### config.mk
export PLATFORM = sky130hd
export DESIGN_NAME = irq_trigger_ctrl
export DESIGN_NICKNAME = d
export VERILOG_FILES = /design/src/rtl/irq_pkg.sv /design/src/rtl/irq_sync.sv /design/src/rtl/irq_line.sv /design/src/rtl/irq_prio.sv /design/src/rtl/irq_trigger_ctrl.sv
export SDC_FILE = /design/constraint.sdc
export NUM_CORES = 1
export LEC_CHECK = 0
export BUFFER_PORTS_ARGS = -buffer_cell sky130_fd_sc_hd__buf_2
export CORE_ASPECT_RATIO = 1.1
export CORE_MARGIN = 5
export CORE_UTILIZATION = 55
export DETAILED_ROUTE_END_ITERATION = 10
export PLACE_DENSITY = 0.72
export SLEW_MARGIN = 20
export SYNTH_ARGS = -nofsm -noshare
export SYNTH_HDL_FRONTEND = slang
export SYNTH_HIERARCHICAL = 1
export SYNTH_SLANG_ARGS = --single-unit
export TNS_END_PERCENT = 50
### constraint.sdc
create_clock -name clk -period 1.6 [get_ports clk]
set_input_delay 0.48 -clock clk [delete_from_list [all_inputs] [get_ports clk]]
set_output_delay 0.48 -clock clk [all_outputs]
set_load 0.005 [all_outputs]
### src/rtl/irq_pkg.sv
package irq_pkg;
  typedef enum logic {
    WR_MODE = 1'b0,
    WR_EOI  = 1'b1
  } wr_kind_e;
endpackage

### src/rtl/irq_sync.sv
module irq_sync #(
  parameter int W      = 8,
  parameter int STAGES = 2
) (
  input  logic         clk,
  input  logic         rst,
  input  logic [W-1:0] d,
  output logic [W-1:0] q
);
  logic [W-1:0] stg [STAGES];

  always_ff @(posedge clk) begin
    if (rst) begin
      for (int s = 0; s < STAGES; s++) stg[s] <= '0;
    end else begin
      stg[0] <= d;
      for (int s = 1; s < STAGES; s++) stg[s] <= stg[s-1];
    end
  end

  assign q = stg[STAGES-1];
endmodule

### src/rtl/irq_line.sv
module irq_line (
  input  logic clk,
  input  logic rst,
  input  logic level,
  input  logic req_s,
  input  logic ack_hit,
  input  logic eoi_hit,
  output logic active
);
  logic prev_q;
  logic pend_q;
  logic svc_q;
  logic rise;

  assign rise = req_s & ~prev_q;

  always_ff @(posedge clk) begin
    if (rst) begin
      prev_q <= 1'b0;
      pend_q <= 1'b0;
      svc_q  <= 1'b0;
    end else begin
      prev_q <= req_s;
      if (level)        pend_q <= 1'b0;
      else if (rise)    pend_q <= 1'b1;
      else if (ack_hit) pend_q <= 1'b0;
      if (ack_hit)      svc_q <= 1'b1;
      else if (eoi_hit) svc_q <= 1'b0;
    end
  end

  assign active = ~svc_q & (level ? req_s : pend_q);


  pend_set_needs_rise_chk: assert property (@(posedge clk) disable iff (rst)
    $rose(pend_q) |-> $past(rise) && !$past(level));

  svc_set_only_on_ack_chk: assert property (@(posedge clk) disable iff (rst)
    $rose(svc_q) |-> $past(ack_hit));

  svc_clear_only_on_eoi_chk: assert property (@(posedge clk) disable iff (rst)
    $fell(svc_q) |-> $past(eoi_hit));
endmodule

### src/rtl/irq_prio.sv
module irq_prio #(
  parameter int N     = 8,
  parameter int IDX_W = 3
) (
  input  logic [N-1:0]     active,
  output logic             any,
  output logic [IDX_W-1:0] idx,
  output logic [N-1:0]     grant
);
  always_comb begin
    any   = 1'b0;
    idx   = '0;
    grant = '0;
    for (int i = 0; i < N; i++) begin
      if (active[i] && !any) begin
        any      = 1'b1;
        idx      = IDX_W'(i);
        grant[i] = 1'b1;
      end
    end
  end


  always_comb begin
    grant_onehot_chk: assert ($onehot0(grant));
    grant_subset_chk: assert ((grant & ~active) == '0);
  end
endmodule

### src/rtl/irq_trigger_ctrl.sv
module irq_trigger_ctrl #(
  parameter int N           = 8,
  parameter int SYNC_STAGES = 2,
  localparam int IDX_W      = (N > 1) ? $clog2(N) : 1
) (
  input  logic             clk,
  input  logic             rst,
  input  logic [N-1:0]     req_in,
  input  logic             wr_en,
  input  logic             wr_sel,
  input  logic [N-1:0]     wr_data,
  input  logic             ack,
  output logic             irq_o,
  output logic [IDX_W-1:0] line_o
);
  import irq_pkg::*;

  logic [N-1:0]     req_s;
  logic [N-1:0]     mode_q;
  logic [N-1:0]     active;
  logic [N-1:0]     ack_hit;
  logic [N-1:0]     eoi_hit;
  logic [N-1:0]     grant;
  logic             any;
  logic [IDX_W-1:0] idx;
  logic             mode_wr;
  logic             eoi_wr;

  assign mode_wr = wr_en && (wr_kind_e'(wr_sel) == WR_MODE);
  assign eoi_wr  = wr_en && (wr_kind_e'(wr_sel) == WR_EOI);

  irq_sync #(.W(N), .STAGES(SYNC_STAGES)) u_sync (
    .clk(clk), .rst(rst), .d(req_in), .q(req_s)
  );

  always_ff @(posedge clk) begin
    if (rst)          mode_q <= '0;
    else if (mode_wr) mode_q <= wr_data;
  end

  generate
    for (genvar i = 0; i < N; i++) begin : g_line
      assign ack_hit[i] = ack && irq_o && (line_o == IDX_W'(i));
      assign eoi_hit[i] = eoi_wr && (wr_data[IDX_W-1:0] == IDX_W'(i));
      irq_line u_line (
        .clk    (clk),
        .rst    (rst),
        .level  (mode_q[i]),
        .req_s  (req_s[i]),
        .ack_hit(ack_hit[i]),
        .eoi_hit(eoi_hit[i]),
        .active (active[i])
      );
    end
  endgenerate

  irq_prio #(.N(N), .IDX_W(IDX_W)) u_prio (
    .active(active), .any(any), .idx(idx), .grant(grant)
  );

  always_ff @(posedge clk) begin
    if (rst) begin
      irq_o  <= 1'b0;
      line_o <= '0;
    end else begin
      irq_o  <= any;
      line_o <= idx;
    end
  end


  line_zero_when_idle_chk: assert property (@(posedge clk) disable iff (rst)
    !irq_o |-> line_o == '0);

  mode_kept_on_eoi_chk: assert property (@(posedge clk) disable iff (rst)
    eoi_wr |=> $stable(mode_q));

  ack_single_line_chk: assert property (@(posedge clk) disable iff (rst)
    $onehot0(ack_hit));
endmodule

==> impl_metrics.toml, run 1 <==
[power]
powerDensity_nw_per_um2 = 1010
power_mw = 2.41
ir_drop_uv = 654
p_leak_nw = 0.909

[worst_hold_path]
min_path_type = "in -> reg"

[layout]
area_delta_synth_final_pct = 10.9
drive_gt1_frac = 0.224
n_antenna_cell = 0
fin_nets = 267

[critical_path]
start_kind = "flip-flop"
crit_arrival_ns = 1.67
required_ns = 1.83
critPathMaxFanout = 3
r2r_end = "line_o[0]"
r2r_setup_slack_ns = 0.16
worst-setup-path-type = "reg -> reg"
rr_startpoint = "mode_q[0]"
crit_path_end = "line_o[0]"
cp-startpoint = "mode_q[0]"
ff2ff_path_depth = 6
cp-end-kind = "flip-flop"

[clocking]
cts_tree = "yes"
cts_num_sinks = 52
cts_setup_buffers = 0
cts_buffer_depth = 2
clk-insertion-delay-late_ns = 0.29
clk_pin_slew_ns = 0.08
hold_buffers = 0
cts-buffers-inserted = 5
cts-htree-levels = 2
clockRootBuffer = "clkbuf_8"

[timing]
max_slew_margin = 0.761
drv_slew = 0
min_period_ns = 1.44
setup_tns_ns = 0
rsz0062_at_grt = "false"
finalHoldViolCount = 0
finalSetupViolations = 0
max_freq_mhz = 697
period_share = 0.897
clock_skew_ns = 0.00354
worstMarginPinSlew_ns = 0.357

[floorplan]
die_h_um = 75.7
rows = 23
initial_core_util = 0.581
ios = 25
core-area_um2 = 3710
die_area_um2 = 5280
die_w_um = 69.7

[placement]
place.port_buffers = 24
gp_congestion = 0.793
place_hpwl_um = 2800

[synthesis]
yosysWarningCount = 6
synth_fp_nets = 244
netlist_instances = 223
syn_area_per_cell_um2 = 9.68
syn_area_um2 = 2160

[grt]
gr-usage-all-layers = 0.156
antenna_found_initial = 0
grt_max_degree = 23
grt-ovfl-total = 0
grt_pass1_wl_um = 6420
grt_pass1_vias = 1382

[route]
wl_per_cell_um = 12.6
vias_per_cell = 4.99
antenna_left = 0
drt-initial-drc-count = 105
wl_um = 3740
drt_first_pass_iters = 5
route.detailed.drc = 0
vias = 1477

[status]
status = "complete, no violations"

[run]
maxCapViolations = 0
state kept, by name, summed over array words and instances, names as in the netlist:
signal and flops:
mode_q 8, line_o 3, g_line.u_line/svc_q 8, g_line.u_line/pend_q 8, g_line.u_line/prev_q 8, u_sync/stg 16
irq_o 1
where the power goes:
part	switching, mW	total, mW	leakage, nW	internal, mW
Clock	0.380	0.765	0.0503	0.385
Combinational	0.120	0.254	0.433	0.133
Sequential	0.0386	1.39	0.426	1.36
Total	0.539	2.41	0.909	1.87
final cells by class:
class / count / area [um^2]
repair buffers: 29 / 170
fillers: 315 / 1320
inverters: 10 / 37.5
clock buffers: 7 / 96.3
multi-input cells: 148 / 985
flip-flops and latches: 52 / 1040
well taps: 50 / 62.6
how the worst min path moves through the flow:
stage / from / end / slack [ns] / cells past startpoint
after floorplan: u_sync/stg[0][3] / u_sync/stg[0][11] / 0.41 / 1
after global placement: u_sync/stg[0][2] / u_sync/stg[0][10] / 0.42 / 1
final: req_in[7] / u_sync/stg[0][7] / 0.39 / 2
after detailed placement: u_sync/stg[0][2] / u_sync/stg[0][10] / 0.42 / 1
after CTS: req_in[7] / u_sync/stg[0][7] / 0.38 / 2
after global routing: req_in[5] / u_sync/stg[0][5] / 0.39 / 2
cell usage in the layout (no fill, tap or decap), drive strengths merged:
cell type,instances
dfxtp,52
nor3,4
nand3b,2
nand4bb,8
a21boi,1
o21ai,10
inv,10
mux2i,8
nand3,3
buf,29
clkbuf,7
a211oi,9
nor2b,23
a21o,1
and2b,6
and4b,1
nor2,24
nand2,2
nand2b,36
a21oi,9
nor4,1
critical path, cell delays in order, from the launching register on:
cell     delay (ns)
dfxtp_1        0.38
mux2i_1        0.19
nor2_1         0.10
nor4_4         0.30
and4b_1        0.22
a21o_1         0.08
nor2b_1        0.11
metal layers:
layer | share of wire | up-vias | GRT usage
met5 | 0 | - | 0
met4 | 0.011 | 0 | 0.0511
met3 | 0.042 | 5 | 0.0462
met2 | 0.45 | 23 | 0.248
met1 | 0.50 | 674 | 0.209
li1 | - | 775 | -
stage by stage:
| step | utilization | hold slack, ns | area, um^2 | cells | setup slack (ns) |
|---|---|---|---|---|---|
| finish | 0.645 | 0.390 | 2390 | 296 | 0.164 |
| global route | 0.645 | 0.387 | 2390 | 296 | 0.0316 |
| CTS | 0.644 | 0.381 | 2390 | 296 | 0.132 |
| detailed placement | 0.618 | 0.424 | 2290 | 289 | 0.158 |
| global placement | 0.618 | 0.418 | 2290 | 289 | 0.197 |
| floorplan | - | 0.414 | 2160 | 223 | 0.258 |
what timing repair did:
item | 4_1_cts | 5_1_grt
endpoints found under the setup margin | 0 | 2
gates resized for setup | 0 | 2
hold endpoints to repair | 0 | 0
Note: power is estimated with default switching activity, not from simulation.
==> run 2, diff against run 1 <==
--- a/config.mk
+++ b/config.mk
@@ -10,7 +10,7 @@
 export CORE_MARGIN = 5
 export CORE_UTILIZATION = 55
 export DETAILED_ROUTE_END_ITERATION = 10
-export PLACE_DENSITY = 0.72
+export PLACE_DENSITY = 0.84
 export SLEW_MARGIN = 20
 export SYNTH_ARGS = -nofsm -noshare
 export SYNTH_HDL_FRONTEND = slang
==> run 2 against run 1 <==
  * Clock skew up 0.0023 ns
  * Die area unchanged
  * Final cell count decreased by 1.0%
  * Largest cell class unchanged
  * Count of clock-buffer cells in the layout increased by 1
==> impl_metrics.toml, run 2 (synthesis results as in run 1) <==
[floorplan]
rows = 23
initial_core_util = 0.581
core-area_um2 = 3710
die_h_um = 75.7
ios = 25
die_w_um = 69.7
die_area_um2 = 5280

[critical_path]
worst-setup-path-type = "reg -> reg"
critPathSlowestCell = "dfxtp_1"
cp_cell_sequence = "mux2i_1 -> nor2_1 -> nor4_4 -> and4b_1 -> a21o_1 -> nor2b_1"
start_kind = "flip-flop"
critPathMaxFanout = 4
cp-end-kind = "flip-flop"
required_ns = 1.84
path_buf_inv = 0
r2r_setup_slack_ns = 0.15
critPathMaxStageDelay_ns = 0.37
crit_family = "simple AND/OR/NAND/NOR gates"
crit_arrival_ns = 1.69

[clocking]
hold_buffers = 0
cts-htree-levels = 2
clk-insertion-delay-late_ns = 0.30
cts_setup_buffers = 0
cts_buffer_depth = 2
clk_pin_slew_ns = 0.09
cts-buffers-inserted = 5
cts_tree = "yes"
cts_num_sinks = 52
clockRootBuffer = "clkbuf_8"
cts_resized = 0

[layout]
register_area_um2 = 1040
area_delta_synth_final_pct = 9.04
fin_cells = 293
fillers = 322
top_register = "u_sync/stg"
final_cell_mix = "dfxtp_1 (52), nand2b_1 (36), nor2_1 (24), buf_2 (24), nor2b_1 (15)"
largest_reg_flops = 16
fin_nets = 263
drive_gt1_frac = 0.198
multi_input_area_um2 = 982
n_antenna_cell = 0
final_common_cell = "dfxtp_1"

[timing]
max_freq_mhz = 689
setup_tns_ns = 0
finalHoldViolCount = 0
worstMarginPinSlew_ns = 0.361
hold_ws_ns = 0.383
min_period_ns = 1.45
rsz0062_at_grt = "false"
max_slew_margin = 0.758
period_share = 0.907
clock_skew_ns = 0.00581
drv_slew = 0
finalSetupViolations = 0

[route]
vias_per_cell = 5.06
drt_first_pass_iters = 4
drt-initial-drc-count = 66
vias = 1482
antenna_left = 0
wl_um = 3550
route.detailed.drc = 0
wl_per_cell_um = 12.1

[power]
p_leak_nw = 0.884
ir_drop_uv = 600
powerDensity_nw_per_um2 = 1010
power_mw = 2.38

[grt]
grt_max_degree = 61
grt-ovfl-total = 0
antenna_found_initial = 0
grt_pass1_vias = 1438
gr-usage-all-layers = 0.150
grt_pass1_wl_um = 6200

[placement]
dp.cells = 285
gp_congestion = 0.852
place_hpwl_um = 2520
place.port_buffers = 24

[run]
maxCapViolations = 0

[status]
status = "complete, no violations"

[worst_hold_path]
min_path_type = "in -> reg"
## run 2: worst register-to-register path, cell delays in order, from the launching register on
cell and delay, ns:
dfxtp_1 0.37, mux2i_1 0.19, nor2_1 0.11, nor4_4 0.31
and4b_1 0.22, a21o_1 0.08, nor2b_1 0.10
## run 2: path summary, 6_finish.rpt
path               startpoint          endpoint  cells after the start
min reg2reg  u_sync/stg[0][0]  u_sync/stg[0][8]                      1
min                 req_in[4]  u_sync/stg[0][4]                      2
max reg2reg         mode_q[1]         line_o[0]                      6
max                 mode_q[1]         line_o[0]                      6
## run 2: per-stage QoR
| step | setup slack (ns) | util | area (um^2) |
|---|---|---|---|
| 2_1_floorplan | 0.258 | - | 2160 |
| 3_3_place_gp | 0.196 | 0.610 | 2260 |
| 3_5_place_dp | 0.157 | 0.610 | 2260 |
| 4_1_cts | 0.133 | 0.634 | 2350 |
| 5_1_grt | 0.0114 | 0.634 | 2350 |
| 6_report | 0.149 | 0.634 | 2350 |
## run 2: layout make-up
class | count | share of cell area
Sequential cell | 52 | 0.442
Timing Repair Buffer | 25 | 0.0595
Clock buffer | 8 | 0.0383
Inverter | 10 | 0.0159
Tap cell | 50 | 0.0266
Multi-Input combinational cell | 148 | 0.417
## run 2: power breakdown
| part | total (mW) | switching, mW | leakage (nW) | internal, mW |
|---|---|---|---|---|
| sequential | 1.39 | 0.0379 | 0.426 | 1.35 |
| combinational | 0.243 | 0.116 | 0.413 | 0.127 |
| clock | 0.742 | 0.389 | 0.0455 | 0.353 |
| total | 2.38 | 0.544 | 0.884 | 1.83 |
## run 2: layer usage
layer / GRT usage / vias up / routed length (um)
met1: 0.169 / 689 / 1610
met3: 0.0409 / 6 / 178
met4: 0.0638 / 0 / 63
met5: 0 / - / 0
li1: - / 765 / -
met2: 0.271 / 22 / 1700
